### config.mk
export PLATFORM = sky130hd
export DESIGN_NAME = nvm_unlock_ctrl
export DESIGN_NICKNAME = d
export VERILOG_FILES = /design/src/rtl/nvm_unlock_pkg.sv /design/src/rtl/nvm_unlock_ctl.sv /design/src/rtl/nvm_unlock_dp.sv /design/src/rtl/nvm_unlock_ctrl.sv
export SDC_FILE = /design/constraint.sdc
export NUM_CORES = 1
export LEC_CHECK = 0
export BUFFER_PORTS_ARGS = -buffer_cell sky130_fd_sc_hd__buf_4
export CORE_MARGIN = 3
export CORE_UTILIZATION = 42
export DETAILED_ROUTE_END_ITERATION = 10
export PLACE_DENSITY = 0.66
export SLEW_MARGIN = 30
export SYNTH_ARGS = -nofsm -noshare
export SYNTH_HDL_FRONTEND = slang
export SYNTH_SLANG_ARGS = --single-unit
### constraint.sdc
create_clock -name clk -period 2.1 [get_ports clk]
set_clock_uncertainty 0.05 [all_clocks]
set_input_delay 0.21 -clock clk [delete_from_list [all_inputs] [get_ports clk]]
set_output_delay 0.21 -clock clk [all_outputs]
set_load 0.01 [all_outputs]
### src/rtl/nvm_unlock_pkg.sv
package nvm_unlock_pkg;
  localparam logic [7:0] KEY_FIRST  = 8'h55;
  localparam logic [7:0] KEY_SECOND = 8'hAA;

  localparam int unsigned BIT_MEM   = 7;
  localparam int unsigned BIT_CFG   = 6;
  localparam int unsigned BIT_ERASE = 4;
  localparam int unsigned BIT_ERR   = 3;
  localparam int unsigned BIT_EN    = 2;
  localparam int unsigned BIT_GO    = 1;
  localparam int unsigned BIT_RD    = 0;

  typedef enum logic [1:0] {
    KEY_IDLE  = 2'd0,
    KEY_HALF  = 2'd1,
    KEY_ARMED = 2'd2
  } keyState_t;

  typedef struct packed {
    logic ctrlWr;   // accepted control write
    logic startWr;  // accepted write that starts an operation
    logic finish;   // program time elapsed
    logic warmRst;  // external or watchdog reset
    logic abort;    // warm reset hit a running operation
  } ctrlStrobe_t;
endpackage

### src/rtl/nvm_unlock_ctl.sv
module nvm_unlock_ctl
  import nvm_unlock_pkg::*;
#(
  parameter int unsigned ADDR_W      = 1,
  parameter int unsigned CTRL_ADDR   = 0,
  parameter int unsigned KEY_ADDR    = 1,
  parameter int unsigned PROG_CYCLES = 1000
) (
  input  logic              clk,
  input  logic              rstPorN,
  input  logic              extRst,
  input  logic              wdtRst,
  input  logic [ADDR_W-1:0] regAddr,
  input  logic              regWr,
  input  logic [7:0]        regWrData,
  input  logic              wrEnQ,
  output ctrlStrobe_t       strb,
  output logic              busyQ
);
  localparam int unsigned CNT_W = $clog2(PROG_CYCLES + 1);
  localparam logic [CNT_W-1:0] CNT_LAST = CNT_W'(PROG_CYCLES - 1);

  keyState_t keyQ, keyD;
  logic [CNT_W-1:0] progCnt;
  logic isCtrl, isKey, startReq, armed, startOk;

  always_comb begin
    isCtrl   = regWr && (regAddr == ADDR_W'(CTRL_ADDR));
    isKey    = regWr && (regAddr == ADDR_W'(KEY_ADDR));
    startReq = isCtrl && regWrData[BIT_GO];
    armed    = (keyQ == KEY_ARMED) && wrEnQ;
    startOk  = startReq && armed && regWrData[BIT_EN];

    strb.warmRst = extRst || wdtRst;
    strb.abort   = strb.warmRst && busyQ;
    strb.ctrlWr  = isCtrl && !busyQ && !strb.warmRst && (!startReq || startOk);
    strb.startWr = strb.ctrlWr && startReq;
    strb.finish  = busyQ && (progCnt == CNT_LAST) && !strb.warmRst;
  end

  always_comb begin
    keyD = keyQ;
    if (strb.warmRst || busyQ) begin
      keyD = KEY_IDLE;
    end else if (regWr) begin
      keyD = KEY_IDLE;
      if (isKey && wrEnQ) begin
        unique case (keyQ)
          KEY_IDLE: if (regWrData == KEY_FIRST)  keyD = KEY_HALF;
          KEY_HALF: if (regWrData == KEY_SECOND) keyD = KEY_ARMED;
          default:  keyD = KEY_IDLE;
        endcase
      end
    end
  end

  always_ff @(posedge clk or negedge rstPorN) begin
    if (!rstPorN) begin
      keyQ    <= KEY_IDLE;
      busyQ   <= 1'b0;
      progCnt <= '0;
    end else begin
      keyQ <= keyD;
      if (strb.warmRst) begin
        busyQ   <= 1'b0;
        progCnt <= '0;
      end else if (strb.startWr) begin
        busyQ   <= 1'b1;
        progCnt <= '0;
      end else if (busyQ) begin
        if (progCnt == CNT_LAST) begin
          busyQ   <= 1'b0;
          progCnt <= '0;
        end else begin
          progCnt <= progCnt + 1'b1;
        end
      end
    end
  end


  arm_before_start_chk: assert property (@(posedge clk) disable iff (!rstPorN)
    $rose(busyQ) |-> $past(keyQ == KEY_ARMED));


  stall_hold_chk: assert property (@(posedge clk) disable iff (!rstPorN)
    busyQ && (progCnt != CNT_LAST) && !strb.warmRst |=> busyQ);


  abort_stops_chk: assert property (@(posedge clk) disable iff (!rstPorN)
    strb.warmRst |=> !busyQ);
endmodule

### src/rtl/nvm_unlock_dp.sv
module nvm_unlock_dp
  import nvm_unlock_pkg::*;
(
  input  logic        clk,
  input  logic        rstPorN,
  input  logic [7:0]  regWrData,
  input  ctrlStrobe_t strb,
  input  logic        busyIn,
  output logic [7:0]  ctrlQ,
  output logic        doneQ
);
  always_ff @(posedge clk or negedge rstPorN) begin
    if (!rstPorN) begin
      ctrlQ <= '0;
      doneQ <= 1'b0;
    end else if (strb.warmRst) begin
      ctrlQ <= {ctrlQ[BIT_MEM], ctrlQ[BIT_CFG], 2'b00,
                ctrlQ[BIT_ERR] | strb.abort, 3'b000};
      doneQ <= 1'b0;
    end else begin
      if (strb.ctrlWr) begin
        ctrlQ <= {regWrData[BIT_MEM], regWrData[BIT_CFG], 1'b0,
                  regWrData[BIT_ERASE], regWrData[BIT_ERR], regWrData[BIT_EN],
                  strb.startWr, regWrData[BIT_RD]};
      end else begin
        if (strb.finish)   ctrlQ[BIT_GO] <= 1'b0;
        if (ctrlQ[BIT_RD]) ctrlQ[BIT_RD] <= 1'b0;
      end
      if (strb.startWr)     doneQ <= 1'b0;
      else if (strb.finish) doneQ <= 1'b1;
    end
  end


  err_on_abort_chk: assert property (@(posedge clk) disable iff (!rstPorN)
    strb.abort |=> ctrlQ[BIT_ERR]);


  busy_freeze_chk: assert property (@(posedge clk) disable iff (!rstPorN)
    busyIn && !strb.warmRst |=> $stable(ctrlQ[7:2]));


  rd_selfclear_chk: assert property (@(posedge clk) disable iff (!rstPorN)
    ctrlQ[BIT_RD] && !strb.ctrlWr |=> !ctrlQ[BIT_RD]);
endmodule

### src/rtl/nvm_unlock_ctrl.sv
module nvm_unlock_ctrl
  import nvm_unlock_pkg::*;
#(
  parameter int unsigned ADDR_W      = 1,
  parameter int unsigned CTRL_ADDR   = 0,
  parameter int unsigned KEY_ADDR    = 1,
  parameter int unsigned PROG_CYCLES = 1000
) (
  input  logic              clk,
  input  logic              rstPorN,
  input  logic              extRst,
  input  logic              wdtRst,
  input  logic [ADDR_W-1:0] regAddr,
  input  logic              regWr,
  input  logic [7:0]        regWrData,
  output logic [7:0]        regRdData,
  output logic              cpuStall,
  output logic              doneIrq
);
  ctrlStrobe_t strb;
  logic [7:0]  ctrlQ;
  logic        busyQ;

  nvm_unlock_ctl #(
    .ADDR_W(ADDR_W), .CTRL_ADDR(CTRL_ADDR), .KEY_ADDR(KEY_ADDR),
    .PROG_CYCLES(PROG_CYCLES)
  ) u_ctl (
    .clk(clk), .rstPorN(rstPorN), .extRst(extRst), .wdtRst(wdtRst),
    .regAddr(regAddr), .regWr(regWr), .regWrData(regWrData),
    .wrEnQ(ctrlQ[BIT_EN]), .strb(strb), .busyQ(busyQ)
  );

  nvm_unlock_dp u_dp (
    .clk(clk), .rstPorN(rstPorN), .regWrData(regWrData), .strb(strb),
    .busyIn(busyQ), .ctrlQ(ctrlQ), .doneQ(doneIrq)
  );

  assign cpuStall  = busyQ;
  assign regRdData = (regAddr == ADDR_W'(CTRL_ADDR)) ? ctrlQ : 8'h00;


  done_on_finish_chk: assert property (@(posedge clk) disable iff (!rstPorN)
    $fell(cpuStall) && !$past(extRst || wdtRst) |-> doneIrq);


  no_blind_start_chk: assert property (@(posedge clk) disable iff (!rstPorN)
    $rose(cpuStall) |-> $past(regWr && regWrData[BIT_GO] && regWrData[BIT_EN]));
endmodule

# After elaboration in Yosys (flattened, before gate mapping)
# Index checks and enable logic that the tools add are counted.
# totals
register_bits	22
inputBits	14
out_inout_bits	10
elab_cells	66
# classes
add_sub_neg	1
eq_ne	5
n_mux	22
n_bitwise	3
reduce_logical	27
# ops
op	n
$mux 10	4
$logic_and 1x1->1	14
$add 10x1->10 const B	1
$eq 10x10->1 const B	1
$mux 2	5
$mux 1	9
$reduce_bool 3->1	3
$eq 8x7->1 const B	1
$eq 8x8->1 const B	1
$mux 8	1
$mux 6	1
$mux 4	1
$pmux 2 s2	1
$reduce_bool 2->1	2
$logic_not 1->1	3
$logic_or 1x1->1	3
$eq 2x1->1 const B	1
$eq 2x2->1 const B	1
$logic_not 2->1	1
$not 1->1	2
$reduce_and 2->1	1
$or 1x1->1	1

# Depth between registers and ports, before layout
# Gate-level depths: netlist (run 1).
# depth
word_depth	10
ltp_mapped	5
depth_no_buf	5

# By module
# A second synthesis (run 1) with hierarchy kept.
# hier_totals
hier_cells	128
hier_area_um2	1252.5
# modules_own_cells
module	n_inst	cells_per_inst	area_each_um2	seq_area_each_um2
nvm_unlock_ctl	1	93	864.6	325.3
nvm_unlock_dp	1	27	337.8	200.2
nvm_unlock_ctrl	1	8	50.0	0.0

# Worst setup path before layout (run 1)
# Ideal clock, no wire load.
# synth_timing
path_type	reg-to-reg
from	register u_ctl.busyQ
to	register u_dp.ctrlQ[6]
setup_time_ps	125
t_arrival_ps	1691
required_time_ps	1925
path_slack_ps	234
stages_incl_launch_ff	5
path_buffers	1
synth_period_minus_slack_ps	1866
path_cell_list	dfrtp_1 > or3_4 > a2111oi_4 > buf_6 > mux2_2
# synth_via
elab_chain_len	5
# synth_rtl
item	line_no	source
from (decl)	nvm_unlock_ctl.sv:18	output logic busyQ
from (signal assigned)	nvm_unlock_ctl.sv:60	busyQ <= 1'b0;
from (signal assigned)	nvm_unlock_ctl.sv:65	busyQ <= 1'b0;
from (signal assigned)	nvm_unlock_ctl.sv:68	busyQ <= 1'b1;
$logic_not 1->1	nvm_unlock_ctl.sv:36	strb.ctrlWr = isCtrl && !busyQ && !strb.warmRst && (!startReq || startOk);
$logic_and 1x1->1 (3 in series)	nvm_unlock_ctl.sv:36	
$reduce_and 2->1 (no source line)	-	
to (signal assigned)	nvm_unlock_dp.sv:17	ctrlQ <= {ctrlQ[BIT_MEM], ctrlQ[BIT_CFG], 2'b00,
to (signal assigned)	nvm_unlock_dp.sv:22	ctrlQ <= {regWrData[BIT_MEM], regWrData[BIT_CFG], 1'b0,
to (decl)	nvm_unlock_dp.sv:9	output logic [7:0] ctrlQ,
# Every way passes these cells.
# A chain may end at the register's enable or synchronous reset.

# Worst setup path in the final report (run 1)
# layout_timing
from	register u_ctl.busyQ
to	register u_ctl.progCnt[2]
# layout_via
elab_chain_len	7
word_cells_on_any_way	8
classes_between	mux (2); reduce/logical (6)
# layout_rtl
item	line_no	source
$logic_not 1->1	nvm_unlock_ctl.sv:36	
$logic_and 1x1->1 (3 in series)	nvm_unlock_ctl.sv:36	
$logic_and 1x1->1	nvm_unlock_ctl.sv:37	strb.startWr = strb.ctrlWr && startReq;
$mux 10	nvm_unlock_ctl.sv:67	end else if (strb.startWr) begin
$mux 10	nvm_unlock_ctl.sv:64	if (strb.warmRst) begin
to (signal assigned)	nvm_unlock_ctl.sv:75	progCnt <= progCnt + 1'b1;
to (decl)	nvm_unlock_ctl.sv:24	logic [CNT_W-1:0] progCnt;
# Parallel ways exist; a longest one is shown, timed or not.

==> metrics.yaml, run 1 <==
status:
  outcome: "complete, no violations"
min_path:
  hold_class: "input port to register"
routing:
  wirelength_mm: 2.58
  first_pass_iters: 4
  route.met3.wl_um: 106
  ant_nets: 0
  via_per_inst: 5.55
  drc: 0
  drtIter0Drc: 24
  drt-met1-wl_mm: 1.21
  routed-wl-met2_mm: 1.23
  top_layer_used: "met4"
  vias: 983
  wire_per_inst_um: 14.6
synth:
  synth.distinct_cells: 42
  netlist_area_sq_mm: 0.00117
  synth_edf_count: 0
  synthCells: 123
  syn_area_per_cell_sq_um: 9.55
  yosys_warnings: 0
  ys_top_cells_by_area: "dfrtp_1 (45%), nand2_1 (6.7%), nor2b_1 (4.3%)"
  yosysSeqAreaShare: 0.447
  synth_nets: 138
  synth-seq-cells: 21
  synth_ff_type: "dfrtp_1"
  async_flop_share: 1.00
  synth_top_area_cell: "dfrtp_1"
  yosys.area.top_type_share: 0.447
floorplan:
  start_util: 0.458
  core.rowCount: 18
  die-area_sq_mm: 0.00347
  die_h_um: 58.9
  core_sq_mm: 0.00257
  fp.dieW_um: 58.9
  io_pins: 24
sta:
  max_freq_ghz: 0.531
  finalCriticalPeriod_ps: 1880
  rsz0062_at_grt: "false"
  setup_viol: 0
  slew_violations: 0
  tns_ps: 0
  hold_viol: 0
  finalCritPeriodShare: 0.896
clock_network:
  cts.clk_slew.worst_paths_ps: 110
  cts_max_level: 1
  clockBufferDepth: 2
  cts_buffers: 3
  post_cts_resized: 0
  root_buffer: "clkbuf_4"
  clock-sinks: 21
  cts_tree: "yes"
  clk_latency_ps: 300
power:
  powerDensity_mw_per_mm2: 514
  power.leakage_nw: 0.623
  peakVddDrop_uv: 427
layout:
  antenna_cells: 0
  ff_latch_area_sq_um: 526
  drive_gt1_frac: 0.245
  multi_input_area_sq_um: 603
  fin_util: 0.544
  area_growth_pct: 19.0
  final_nets: 163
  n_fill_cell: 244
worst_setup_path:
  cp-end-kind: "register"
  cp_slowest_cell: "a2111oi_4"
  critPathLaunchType: "register"
  critPathRequiredTime_ps: 2250
  crit_arrival_ps: 2030
  critical_path_class: "register to register"
  cp_cell_sequence: "or3_4 -> a2111oi_4 -> nand2_1 -> and3_1"
  cpPeakStageDelay_ps: 500
  cp_max_fo: 7
placed_design:
  dp_hpwl_mm: 2.00
  place.gp.congestion: 0.833
  port_buffers: 22
global_route:
  grt_max_degree: 22
  track_usage: 0.167
  overflow: 0
  first_global_vias: 987
  antenna_found_initial: 0
  grt_pass1_wl_mm: 4.39
run:
  maxCapViolCount: 0
==> cell type report <==
type	count	area share
Tap cell	30	0.0269
Timing Repair Buffer	25	0.136
Sequential cell	21	0.376
Clock buffer	4	0.0188
Inverter	4	0.0107
Multi-Input combinational cell	93	0.432
==> routing by layer <==
metal  up-vias  GRT usage
li1        487          -
met1       468      0.221
met2        22      0.265
met3         6     0.0329
met4         0     0.0744
met5         -          0
==> cell usage after synthesis (2+ instances only) <==
library cell,instances
or4_1,2
nand3b_1,4
dfrtp_1,21
inv_1,4
o21ai_0,8
a21oi_1,6
nor2_1,3
nor2b_1,8
nand2_1,21
mux2_2,2
and3_1,4
nand3_1,7
o211ai_1,2
clkbuf_1,2
nor4bb_1,2
==> worst max-delay path, delay by kind of cell (launching register included) <==
family	cells	cell delay [ps]
AND/OR/NAND/NOR	3	840
AO/OA/AOI/OAI	1	500
flip-flops	1	400
==> repair_timing <==
action / 4_1_cts / 5_1_grt
buffers inserted: 0 / 0
hold buffers: 1 / 0
endpoints found under the hold margin: 21 / 0
==> cells by family after synthesis <==
group                      count (synthesis)  share of synthesized area
xor gates and xnor gates                   1                    0.00746
AOI/OAI and AO/OA                         25                      0.164
adders and majority gates                  1                     0.0106
and+or+nand+nor                           62                      0.300
other                                      1                    0.00319
muxes                                      3                     0.0277
buffers and inverters                      9                     0.0394
DFF                                       21                      0.447
==> metrics by stage <==
stage	cell area [sq um]	worst slack [ps]	hold slack [ps]	power, mW	instances
after floorplan	1170	234	-136	0.478	123
after global placement	1360	284	61.9	0.533	172
after detailed placement	1360	229	61.3	0.536	172
after CTS	1400	207	78.5	0.731	177
after global routing	1400	117	75.3	0.761	177
final	1400	218	89.9	0.719	177
==> placed cells by master (no fill, tap or decap), types with 2 or more instances in the layout <==
cell | synthesis | layout
buf_4 | 1 | 24
or4_1 | 2 | 2
nand2_1 | 21 | 21
nand3b_1 | 4 | 4
clkbuf_4 | 0 | 3
mux2_2 | 2 | 2
o211ai_1 | 2 | 2
inv_1 | 4 | 4
nand3_1 | 7 | 7
dfrtp_1 | 21 | 21
a21oi_1 | 6 | 6
o21ai_0 | 8 | 8
nor2b_1 | 8 | 8
nor2_1 | 3 | 3
and3_1 | 4 | 4
nor4bb_1 | 2 | 2
==> registers in the layout, summed over array words and instances, names as in the netlist <==
signal and flops:
u_ctl.busyQ 1, u_ctl.keyQ 2, u_ctl.progCnt 10, u_dp.ctrlQ 7, u_dp.doneQ 1
==> worst paths after layout <==
| path | from | to | slack [ps] | cells past startpoint |
|---|---|---|---|---|
| max | u_ctl.busyQ | u_ctl.progCnt[2] | 220 | 4 |
| min | regWrData[0] | u_dp.ctrlQ[0] | 90 | 2 |
| max reg2reg | u_ctl.busyQ | u_ctl.progCnt[2] | 220 | 4 |
| min reg2reg | u_dp.ctrlQ[6] | u_dp.ctrlQ[6] | 460 | 1 |
| max in group asynchronous | rstPorN | u_ctl.busyQ | 1520 | 2 |
| min in group asynchronous | rstPorN | u_ctl.progCnt[8] | 260 | 2 |
==> power by group <==
part           internal (mW)  switching, mW
Sequential             0.420        0.00769
Combinational         0.0522         0.0482
Clock                 0.0740          0.117
Total                  0.546          0.173
Note: power is estimated with default switching activity, not from simulation.
==> inputs of run 2 (changes only) <==
==> constraint.sdc (replaced) <==
create_clock -name clk -period 2.15 [get_ports clk]
set_clock_uncertainty 0.05 [all_clocks]
set_input_delay 0.215 -clock clk [delete_from_list [all_inputs] [get_ports clk]]
set_output_delay 0.215 -clock clk [all_outputs]
set_load 0.05 [all_outputs]
==> metrics.yaml, run 2 (same netlist as run 1, synthesis figures left out) <==
min_path:
  hold_class: "input port to register"  # unchanged
status:
  outcome: "complete, no violations"  # unchanged
clock_network:
  clock-sinks: 21  # unchanged
  clockBufferDepth: 2  # unchanged
  root_buffer: "clkbuf_4"  # unchanged
  cts_hold_buf: 1  # unchanged
  cts_buffers: 3  # unchanged
  post_cts_buffers: 0  # unchanged
  post_cts_resized: 0  # unchanged
  cts.clk_slew.worst_paths_ps: 120  # was 110 ps
  clk_latency_ps: 300  # about the same
  cts_tree: "yes"  # unchanged
  cts_max_level: 1  # unchanged
placed_design:
  dp_hpwl_mm: 1.93  # was 2.00 mm
  placed_cells: 171  # was 172
  port_buffers: 22  # unchanged
  placed_area_sq_mm: 0.00135  # was 0.00136 sq mm
  place.gp.congestion: 0.789  # was 0.833
floorplan:
  core.rowCount: 18  # unchanged
  die_h_um: 58.9  # unchanged
  core_sq_mm: 0.00257  # unchanged
  start_util: 0.458  # unchanged
  io_pins: 24  # unchanged
  die-area_sq_mm: 0.00347  # unchanged
  fp.dieW_um: 58.9  # unchanged
power:
  power.leakage_nw: 0.620  # was 0.623 nW
  finalPower_mw: 0.736  # was 0.719 mW
  powerDensity_mw_per_mm2: 529  # was 514 mW/mm^2
  peakVddDrop_uv: 359  # was 427 uV
layout:
  antenna_cells: 0  # unchanged
  fin_cells: 176  # was 177
  largest_reg_flops: 10  # unchanged
  final_nets: 162  # was 163
  final_common_cell: "buf_4"  # unchanged
  area_growth_pct: 18.4  # was 19.0%
  drive_gt1_frac: 0.247  # was 0.245
  n_fill_cell: 242  # was 244
  finalInstanceArea_sq_mm: 0.00139  # was 0.00140 sq mm
  mostFrequentLayoutCells: "buf_4 (23), nand2_1 (21), dfrtp_1 (21), nor2b_1 (8), o21ai_0 (8)"  # was buf_4 (24), nand2_1 (21), dfrtp_1 (21), nor2b_1 (8), o21ai_0 (8)
  top_regs: "u_ctl.progCnt (10), u_dp.ctrlQ (7), u_ctl.keyQ (2)"  # unchanged
  top_register: "u_ctl.progCnt"  # unchanged
sta:
  rsz0062_at_grt: "false"  # unchanged
  finalCritPeriodShare: 0.921  # was 0.896
  slew_violations: 0  # unchanged
  setup_viol: 0  # unchanged
  max_freq_ghz: 0.505  # was 0.531 GHz
  finalCriticalPeriod_ps: 1980  # was 1880 ps
  hold_viol: 0  # unchanged
  tns_ps: 0  # unchanged
routing:
  first_pass_iters: 4  # unchanged
  drtIter0Drc: 21  # was 24
  wire_per_inst_um: 14.3  # was 14.6 um
  ant_nets: 0  # unchanged
  wirelength_mm: 2.52  # was 2.58 mm
  via_per_inst: 5.53  # was 5.55
  drc: 0  # unchanged
  vias: 973  # was 983
worst_setup_path:
  crit_arrival_ps: 2140  # was 2030 ps
  critPathRequiredTime_ps: 2310  # was 2250 ps
  critPathLaunchType: "register"  # unchanged
  critical_path_class: "register to register"  # unchanged
  cp_max_fo: 7  # unchanged
  cp-end-kind: "register"  # unchanged
global_route:
  first_global_vias: 934  # was 987
  grt_pass1_wl_mm: 4.15  # was 4.39 mm
  track_usage: 0.157  # was 0.167
  grt_max_degree: 22  # unchanged
  overflow: 0  # unchanged
  antenna_found_initial: 0  # unchanged
run:
  maxCapViolCount: 0  # unchanged
-- run 2: changes by cell type in the layout (fill, tap and decap cells not counted), sizes merged --
cell | before | now
clkinv | 0 | 1
buf | 24 | 23
clkbuf | 4 | 3
-- run 2: through the flow --
| stage | utilization | setup slack, ps | hold WS (ps) |
|---|---|---|---|
| after global placement | 0.527 | 254 | 67.3 |
| after CTS | 0.542 | 168 | 67.8 |
| after global routing | 0.542 | 97.8 | 72.7 |
| final | 0.542 | 169 | 79.6 |
| after detailed placement | 0.527 | 212 | 65.6 |
| after floorplan | - | 78.8 | -131 |
-- run 2: path summary, 6_finish.rpt --
kind	endpoint	start	slack, ps	cells past startpoint
max	u_ctl.progCnt[2]	u_ctl.busyQ	170	4
min	u_dp.ctrlQ[0]	regWrData[0]	80	2
max reg2reg	u_ctl.progCnt[2]	u_ctl.busyQ	170	4
min reg2reg	u_dp.ctrlQ[7]	u_dp.ctrlQ[7]	470	1
max in group asynchronous	u_dp.doneQ	rstPorN	1570	2
min in group asynchronous	u_dp.ctrlQ[0]	rstPorN	260	2
-- run 2: worst max-delay path: stages (launching register included) --
cell and delay, ps:
dfrtp_1 450, or3_4 440, a2111oi_4 520, nand2_1 210
and3_1 210
-- run 2: power by group --
| group | switching [mW] | internal (mW) | leakage [nW] | total [mW] |
|---|---|---|---|---|
| logic | 0.0770 | 0.0514 | 0.315 | 0.128 |
| registers | 0.00762 | 0.410 | 0.288 | 0.417 |
| clock network | 0.121 | 0.0694 | 0.0177 | 0.191 |
-- run 2: metal layers --
metal,global-route usage,vias up,wire length [um]
met5,0,-,0
met4,0.0712,0,37
met3,0.0241,4,102
met2,0.268,16,1280
met1,0.193,467,1110
li1,-,486,-
-- run 2: area by class of cell --
| cell class | instances | area, sq um | share of cell area |
|---|---|---|---|
| multi-input cells | 93 | 603 | 0.433 |
| flip-flops and latches | 21 | 526 | 0.378 |
| repair buffers | 24 | 183 | 0.131 |
| well taps | 30 | 37.5 | 0.0270 |
| clock buffers | 3 | 22.5 | 0.0162 |
| inverters | 4 | 15.0 | 0.0108 |
| clock inverters | 1 | 5.00 | 0.00360 |
